--- src/rtl/fpla_pkg.sv ---
package fpla_pkg;

    localparam int CFG_W = 6;

    // bit 5 first shifted in: enable source; bit 4: output select; bits 3..0: table
    typedef struct packed {
        logic       en_sel;
        logic       out_sel;
        logic [3:0] tbl;
    } cell_cfg_t;

    typedef struct packed {
        cell_cfg_t cfg;
        logic      st;
    } cell_reg_t;

endpackage

--- src/rtl/fpla_cell.sv ---
module fpla_cell
    import fpla_pkg::*;
(
    input  logic             clk,
    input  logic             rst_n,
    input  logic             prog,
    input  logic             scan_i,
    input  logic             in1,
    input  logic             in2,
    output logic             scan_o,
    output logic             y,
    output logic [CFG_W-1:0] cfg_o,
    output logic             st_o
);

    cell_reg_t  r_d, r_q;
    logic [1:0] addr_inv;
    logic       lut_v;
    logic       en_v;

    always_comb begin
        r_d      = r_q;
        addr_inv = ~{in1, in2};
        lut_v    = r_q.cfg.tbl[addr_inv];
        en_v     = r_q.cfg.en_sel ? in2 : in1;
        if (prog) begin
            r_d.cfg = cell_cfg_t'({r_q.cfg[CFG_W-2:0], scan_i});
        end else if (en_v) begin
            r_d.st = lut_v;
        end
    end

    always_ff @(posedge clk) begin
        if (!rst_n) begin
            r_q <= '0;
        end else begin
            r_q <= r_d;
        end
    end

    assign y      = r_q.cfg.out_sel ? r_q.st : lut_v;
    assign scan_o = r_q.cfg[CFG_W-1];
    assign cfg_o  = r_q.cfg;
    assign st_o   = r_q.st;

endmodule

--- src/rtl/fpla_row.sv ---
module fpla_row
    import fpla_pkg::*;
#(
    parameter int COLS = 6
) (
    input  logic                  clk,
    input  logic                  rst_n,
    input  logic                  prog,
    input  logic                  scan_i,
    input  logic                  in1_first,
    input  logic [COLS-1:0]       in2_v,
    output logic                  scan_o,
    output logic [COLS-1:0]       y_v,
    output logic [COLS*CFG_W-1:0] cfg_o,
    output logic [COLS-1:0]       st_o
);

    for (genvar c = 0; c < COLS; c++) begin : gen_col
        logic y_c;
        logic so_c;
        logic a_c;
        logic si_c;

        if (c == 0) begin : gen_head
            assign a_c  = in1_first;
            assign si_c = scan_i;
        end else begin : gen_tail
            assign a_c  = gen_col[c-1].y_c;
            assign si_c = gen_col[c-1].so_c;
        end

        fpla_cell u_cell (
            .clk    (clk),
            .rst_n  (rst_n),
            .prog   (prog),
            .scan_i (si_c),
            .in1    (a_c),
            .in2    (in2_v[c]),
            .scan_o (so_c),
            .y      (y_c),
            .cfg_o  (cfg_o[c*CFG_W +: CFG_W]),
            .st_o   (st_o[c])
        );

        assign y_v[c] = y_c;
    end

    assign scan_o = gen_col[COLS-1].so_c;

endmodule

--- src/rtl/fpla_array.sv ---
module fpla_array
    import fpla_pkg::*;
#(
    parameter int ROWS = 4,
    parameter int COLS = 6,
    parameter int NIN  = 10,
    parameter int NOUT = 10
) (
    input  logic            clk,
    input  logic            rst_n,
    input  logic            prog,
    input  logic            sdi,
    input  logic [NIN-1:0]  din,
    output logic            sdo,
    output logic [NOUT-1:0] dout
);

    localparam int NCELL     = ROWS * COLS;
    localparam int ROW_BITS  = COLS * CFG_W;
    localparam int CHAIN_LEN = NCELL * CFG_W;

    logic [CHAIN_LEN-1:0] cfg_flat;
    logic [NCELL-1:0]     st_flat;
    logic [NCELL-1:0]     y_flat;

    for (genvar r = 0; r < ROWS; r++) begin : gen_row
        logic            so_r;
        logic            si_r;
        logic [COLS-1:0] in2_r;

        if (r == 0) begin : gen_first
            assign si_r = sdi;
        end else begin : gen_next
            assign si_r = gen_row[r-1].so_r;
        end

        for (genvar c = 0; c < COLS; c++) begin : gen_in2
            assign in2_r[c] = din[(r + c) % NIN];
        end

        fpla_row #(.COLS(COLS)) u_row (
            .clk       (clk),
            .rst_n     (rst_n),
            .prog      (prog),
            .scan_i    (si_r),
            .in1_first (din[(r + COLS) % NIN]),
            .in2_v     (in2_r),
            .scan_o    (so_r),
            .y_v       (y_flat[r*COLS +: COLS]),
            .cfg_o     (cfg_flat[r*ROW_BITS +: ROW_BITS]),
            .st_o      (st_flat[r*COLS +: COLS])
        );
    end

    assign sdo = gen_row[ROWS-1].so_r;

    for (genvar k = 0; k < NOUT; k++) begin : gen_tap
        localparam int TR = k % ROWS;
        localparam int TC = COLS - 1 - (k / ROWS);
        assign dout[k] = y_flat[TR*COLS + TC];
    end

endmodule

--- config.mk ---
export PLATFORM = sky130hd
export DESIGN_NAME = fpla_array
export DESIGN_NICKNAME = d
export VERILOG_FILES = /design/src/rtl/fpla_pkg.sv /design/src/rtl/fpla_cell.sv /design/src/rtl/fpla_row.sv /design/src/rtl/fpla_array.sv
export SDC_FILE = /design/constraint.sdc
export NUM_CORES = 1
export LEC_CHECK = 0
export ABC_AREA = 1
export BUFFER_PORTS_ARGS = -buffer_cell sky130_fd_sc_hd__buf_4
export CAP_MARGIN = 20
export CORE_ASPECT_RATIO = 1.1
export CORE_UTILIZATION = 30
export CTS_CLUSTER_SIZE = 8
export DETAILED_ROUTE_END_ITERATION = 7
export GPL_TIMING_DRIVEN = 0
export SYNTH_ARGS = -nofsm -noshare
export SYNTH_HDL_FRONTEND = slang
export SYNTH_SLANG_ARGS = --single-unit
--- constraint.sdc ---
create_clock -name clk -period 2.05 [get_ports clk]
set_clock_uncertainty 0.15 [all_clocks]
set_input_delay 0 -clock clk [delete_from_list [all_inputs] [get_ports clk]]
set_output_delay 0 -clock clk [all_outputs]
set_load 0.03 [all_outputs]
# Word-level counts from Yosys, hierarchy flattened
# Cells that the tools add are included.
[op_classes] n_reduce_logical=24 mux=96 n_lt_le_gt_ge=24 bitwise_logic=25
[op_table] op="< comparator 2 x 3 -> 1 bit (second input constant)" count=24
[op_table] op="two-way mux 1 bit" count=72
[op_table] op="binary-select mux 1 bit (select 2 bit)" count=24
[op_table] op="NOT 2 bit" count=24
[op_table] op="AND reduction 2 bit" count=24
[op_table] op="NOT 1 bit" count=1
[totals] in_bits=14 register_bits=168 out_inout_bits=11 wordCells=265

# Depth between registers and ports, before layout
[depth] word_depth=24 ltp_mapped=22 depth_no_buf=20

# Cells and area by module
# A second synthesis with hierarchy kept.
[unflattened] hier_cells=1176 hier_area_um2=7987.7
[by_module_without_submodules] module="fpla_cell" cells_each=48 seq_area_each_um2=140.1 area_each_um2=325.3 instances=24
[by_module_without_submodules] module="fpla_row" cells_each=6 seq_area_each_um2=0.0 area_each_um2=45.0 instances=4

# Worst setup path after synthesis
# Ideal clock, no wire load.
[synth_timing] kind="register to output" from="register gen_row[2].u_row.gen_col[0].u_cell.r_q (netlist bit gen_row[2].u_row.gen_col[0].u_cell.cfg_o[4])" to="output dout[2]" path_stages_with_launch=19 arrival_time_ns=1.834 path_buffers=1 setup_slack_ns=0.066 required_time_ns=1.900 cell_sequence="dfxtp_1 > inv_1 > or2_2 > nand3_2 > nand3_2 > nand2_1 > nand2_1 > nand3_1 > nand3_1 > nand2_1 > nand2_2 > nand3_2 > nand3_2 > nand2_1 > nand2_1 > nand2_1 > nand2_1 > o21ai_0 > buf_4"
[synth_between] elab_chain_len=21
[synth_rtl] item="from (decl)" line="fpla_cell.sv:16" rtl="cell_reg_t r_d, r_q;"
[synth_rtl] item="from (signal assigned)" line="fpla_cell.sv:37" rtl="r_q <= r_d;"
[synth_rtl] item="two-way mux 1 bit" line="fpla_cell.sv:41" rtl="assign y = r_q.cfg.out_sel ? r_q.st : lut_v;"
[synth_rtl] item="NOT 2 bit" line="fpla_cell.sv:23" rtl="addr_inv = ~{in1, in2};"
[synth_rtl] item="binary-select mux 1 bit (select 2 bit)" line="fpla_cell.sv:24" rtl="lut_v = r_q.cfg.tbl[addr_inv];"
[synth_rtl] item="two-way mux 1 bit (implied by the code)" line="fpla_cell.sv:24"
[synth_rtl] item="two-way mux 1 bit" line="fpla_cell.sv:41"
[synth_rtl] item="NOT 2 bit" line="fpla_cell.sv:23"
[synth_rtl] item="binary-select mux 1 bit (select 2 bit)" line="fpla_cell.sv:24"
[synth_rtl] item="two-way mux 1 bit (implied by the code)" line="fpla_cell.sv:24"
[synth_rtl] item="(+6 left out)"
[synth_rtl] item="binary-select mux 1 bit (select 2 bit)" line="fpla_cell.sv:24"
[synth_rtl] item="two-way mux 1 bit (implied by the code)" line="fpla_cell.sv:24"
[synth_rtl] item="two-way mux 1 bit" line="fpla_cell.sv:41"
[synth_rtl] item="net gen_row[2].u_row.gen_col[4].u_cell.y" line="fpla_cell.sv:11" rtl="output logic y,"
[synth_rtl] item="NOT 2 bit" line="fpla_cell.sv:23"
[synth_rtl] item="binary-select mux 1 bit (select 2 bit)" line="fpla_cell.sv:24"
[synth_rtl] item="two-way mux 1 bit (implied by the code)" line="fpla_cell.sv:24"
[synth_rtl] item="two-way mux 1 bit" line="fpla_cell.sv:41"
[synth_rtl] item="to (decl)" line="fpla_array.sv:15" rtl="output logic [NOUT-1:0] dout"
# The timed path passes the listed nets, and every way through them passes these cells. The select of a mux whose other input is x is not followed.

# Worst setup path in the final report
[layout_timing] from="register gen_row[0].u_row.gen_col[0].u_cell.r_q (netlist bit gen_row[0].u_row.gen_col[0].u_cell.cfg_o[2])" to="output dout[0]"
[layout_between] elab_chain_len=23
[layout_rtl] item="from (decl)" line="fpla_cell.sv:16"
[layout_rtl] item="from (signal assigned)" line="fpla_cell.sv:37"
[layout_rtl] item="binary-select mux 1 bit (select 2 bit)" line="fpla_cell.sv:24"
[layout_rtl] item="two-way mux 1 bit (implied by the code)" line="fpla_cell.sv:24"
[layout_rtl] item="two-way mux 1 bit" line="fpla_cell.sv:41"
[layout_rtl] item="NOT 2 bit" line="fpla_cell.sv:23"
[layout_rtl] item="binary-select mux 1 bit (select 2 bit)" line="fpla_cell.sv:24"
[layout_rtl] item="two-way mux 1 bit (implied by the code)" line="fpla_cell.sv:24"
[layout_rtl] item="two-way mux 1 bit" line="fpla_cell.sv:41"
[layout_rtl] item="NOT 2 bit" line="fpla_cell.sv:23"
[layout_rtl] item="(+8 left out)"
[layout_rtl] item="binary-select mux 1 bit (select 2 bit)" line="fpla_cell.sv:24"
[layout_rtl] item="two-way mux 1 bit (implied by the code)" line="fpla_cell.sv:24"
[layout_rtl] item="two-way mux 1 bit" line="fpla_cell.sv:41"
[layout_rtl] item="net gen_row[0].u_row.gen_col[4].u_cell.y" line="fpla_cell.sv:11"
[layout_rtl] item="NOT 2 bit" line="fpla_cell.sv:23"
[layout_rtl] item="binary-select mux 1 bit (select 2 bit)" line="fpla_cell.sv:24"
[layout_rtl] item="two-way mux 1 bit (implied by the code)" line="fpla_cell.sv:24"
[layout_rtl] item="two-way mux 1 bit" line="fpla_cell.sv:41"
# The timed path passes the listed nets, and every way through them passes these cells. The select of a mux whose other input is x is not followed.

==> results_dict.tcl <==
set metrics [dict create \
    clock_latency_ps 440 \
    syn2layout_area_growth_pct 34.2 \
    netSwitchingPower_uw 2560 \
    die_h_um 170 \
    ir_drop_uv 437 \
    antenna_cells 0 \
    num_vias 7871 \
    rsz0062_at_grt "true" \
    grt_use_total_pct 20.2 \
    combPwrFrac_pct 20.7 \
    arrival_ps 2470 \
    relSlewSlack_pct 34.5 \
    hp-class "input pin to flop" \
    ys_types 23 \
    grt_pass1_vias 7420 \
    netlist_area_mm2 0.00769 \
    crit_path_start_kind "flop" \
    fin_util_pct 40.8 \
    r2r_start "gen_row[2].u_row.gen_col[0].u_cell.cfg_o[0]$_SDFFE_PN0P_" \
    synth_area_leaders "dfxtp_1 (44%), o21ai_0 (12%), nor2_1 (8.2%)" \
    placed_area_mm2 0.00828 \
    wl_per_cell_um 16.8 \
    initial_utilization_pct 30.4 \
    dr_wl_met3_um 1780 \
    synth.mux.area_fraction_pct 0 \
    synth_edf_count 0 \
    path_max_fanout 3 \
    drt_first_pass_iters 8 \
    hold_depth 4 \
    pwr-share-seq_pct 40.3 \
    netSwitchingFraction_pct 28.5 \
    gr-total-overflow 0 \
    wl_met1_um 10900 \
    power_uw 8990 \
    synthArstFlopShare_pct 0 \
    cellLeakagePower_uw 0.00438 \
    fmax_mhz 382 \
    synth-xor-area-share_pct 0 \
    drc 2 \
    wirelength_um 26600 \
    clk_pin_slew_ps 70 \
    synth_compound_area_share_pct 20.4 \
    grt_max_degree 17 \
    cts_made_buffers 17 \
    fin_area_mm2 0.0103 \
    critPathRequiredTime_ps 1900 \
    synth_seq_cells 168 \
    via_per_inst 4.98 \
    die_area_mm2 0.0263 \
    period_share_pct 128 \
    final_max_slew_viol_count 0 \
    intPower_uw 6420 \
    reg2reg_depth 20 \
    cts_buffer_depth 2 \
    slowest_delay_ps 340 \
    highest_layer "met4" \
    setup_tns_ps -8150 \
    layout_setup_ws_ps -571 \
    synth_simple_gate_area_share_pct 27.6 \
    avgSynthCellArea_um2 6.99 \
    synth_common_cells "o21ai_0 (179), dfxtp_1 (168), nor2_1 (168), nand2_1 (167), a21oi_1 (111)" \
    cts_root_buffer "clkbuf_16" \
    fin_nets 1237 \
    reg2reg_to "gen_row[2].u_row.gen_col[2].u_cell.st_o$_SDFFE_PN0P_" \
    synthCells 1100 \
    yosysSeqAreaShare_pct 43.7 \
    grt_pass1_wl_um 39900 \
    synth-main-ff-cell "dfxtp_1" \
    placed_cells 1467 \
    yosys_warnings 0 \
    fp.dieW_um 155 \
    hold_viol 1 \
    cts_tree "done" \
    power.density_mw_per_mm2 871 \
    violations "design-rule violations, negative hold slack, negative setup slack" \
    yosysMostFrequentCell "o21ai_0" \
    htreeDepth 4 \
    wl_met2_um 12800 \
    synth_top_area_cell "dfxtp_1" \
    synth_top_area_share_pct 43.7 \
    fin_hold_ws_ps -18.6 \
    stdcell_count 1581 \
    critical_path_class "flop to output port" \
    dpl.hpwl_um 16700 \
    critPathSlowestCell "dfxtp_4" \
    drtIter0Drc 626 \
    hp-start "din[1]" \
    gp_congestion 0.884 \
    fp-row-count 61 \
    cts.sinks 168 \
    synth_top_family_by_area "simple AND/OR/NAND/NOR gates" \
    antenna_found_initial 0 \
    numPortBuffers 21 \
    path_cells "nand2_1 > nand3_2 > nand2_2 > nand2_4 > nand3_4 > nand3_4 > nand2_2 > nand2_2 > nand3_2 > nand3_2 > nand2_2 > nand2_2 > nand3_2 > nand3_4 > nand2_4 > nand2_2 > nand2_2 > nand2_2 > o21ai_2 > buf_6" \
    synth_nets 1114 \
    core_mm2 0.0253 \
    drive_above_1_share_pct 26.3 \
    cap_violations 0 \
    hold_end "gen_row[1].u_row.gen_col[0].u_cell.st_o$_SDFFE_PN0P_" \
    finalCriticalPeriod_ps 2620 \
    r2r_slack_ps -530 \
    end_kind "output port" \
    p_clk_share_pct 39.0 \
    critPathMostFrequentCell "nand2_2" \
    worst_pin_slew_ps 983 \
    setup_viol 21 \
    num_io_pins 25 \
    status "complete, but fails checks" \
    drtAntennaViolNets 0 \
    synth_adder_area_share_pct 0 \
]
-- what timing repair did --
action | CTS | global route
pin swaps | 43 | 55
hold buffers | 14 | 1
resized for setup | 123 | 77
endpoints found under the hold margin | 28 | 1
endpoints found under the setup margin | 18 | 25
buffers inserted | 57 | 35
-- cells by family (layout without fill, tap and decap cells) --
family,count (synthesis),count (layout)
and+or+nand+nor,470,470
DFF,168,168
buffers and inverters,155,290
AOI/OAI and AO/OA,307,307
-- power groups by stage --
| stage | Combinational (uW) | Clock [uW] | Sequential (uW) |
|---|---|---|---|
| global placement | 1250 | 0 | 3680 |
| global route | 2010 | 3660 | 3650 |
| CTS | 1590 | 3500 | 3620 |
| floorplan | 912 | 0 | 3650 |
| finish | 1860 | 3500 | 3620 |
| detailed placement | 1260 | 0 | 3690 |
-- cells in the final DEF (no fill, tap or decap), drive strengths merged, types with 4 or more instances in the layout --
master       instances
dfxtp              168
bufinv               4
inv                 87
o211ai               8
or2                 24
nand3               92
dlygate4sd3         11
buf                107
nand2              184
nor2               170
a21oi              111
o21ai              188
clkbuf              75
-- per-layer routing --
layer  vias to the layer above  GRT usage, %
li1                       3841             -
met1                      3694          23.7
met2                       263          34.0
met3                        73          4.05
met4                         0          12.2
met5                         -             0
-- critical path, delay by kind of cell (launching register included) --
family	cells	cell delay, ps
AO/OA/AOI/OAI	1	60
flip-flops	1	340
buffers and inverters	1	140
AND/OR/NAND/NOR	18	1500
-- stage by stage --
stage / hold WS [ps] / worst slack, ps
CTS: 23.1 / -517
finish: -18.6 / -571
global placement: 78.9 / -444
detailed placement: 93.7 / -438
global route: 9.94 / -694
floorplan: -15.1 / 65.7
-- how the worst max path moves through the flow --
stage	slack (ps)	cells after the start	start	endpoint
2_1_floorplan	70	18	gen_row[2].u_row.gen_col[0].u_cell.cfg_o[4]$_SDFFE_PN0P_	dout[2]
3_3_place_gp	-440	20	gen_row[2].u_row.gen_col[0].u_cell.cfg_o[0]$_SDFFE_PN0P_	dout[2]
3_5_place_dp	-440	20	gen_row[2].u_row.gen_col[0].u_cell.cfg_o[0]$_SDFFE_PN0P_	dout[2]
4_1_cts	-520	20	gen_row[1].u_row.gen_col[0].u_cell.cfg_o[0]$_SDFFE_PN0P_	dout[1]
5_1_grt	-690	19	gen_row[0].u_row.gen_col[1].u_cell.cfg_o[0]$_SDFFE_PN0P_	dout[0]
6_report	-570	20	gen_row[0].u_row.gen_col[0].u_cell.cfg_o[2]$_SDFFE_PN0P_	dout[0]
-- layout make-up --
class	instances	area, um^2
inverter	88	333
timing repair buffer	110	991
fill	2541	14900
multi-input combinational	777	4270
clock inverter	7	140
clock buffer	24	492
buffer	61	260
tap	346	433
sequential	168	3400
-- state kept, by name, indices dropped and copies added (netlist names) --
signal / flops
gen_row.u_row.gen_col.u_cell.scan_o: 24
gen_row.u_row.gen_col.u_cell.st_o: 24
gen_row.u_row.gen_col.u_cell.cfg_o: 120
Note: power is estimated with default switching activity, not from simulation.
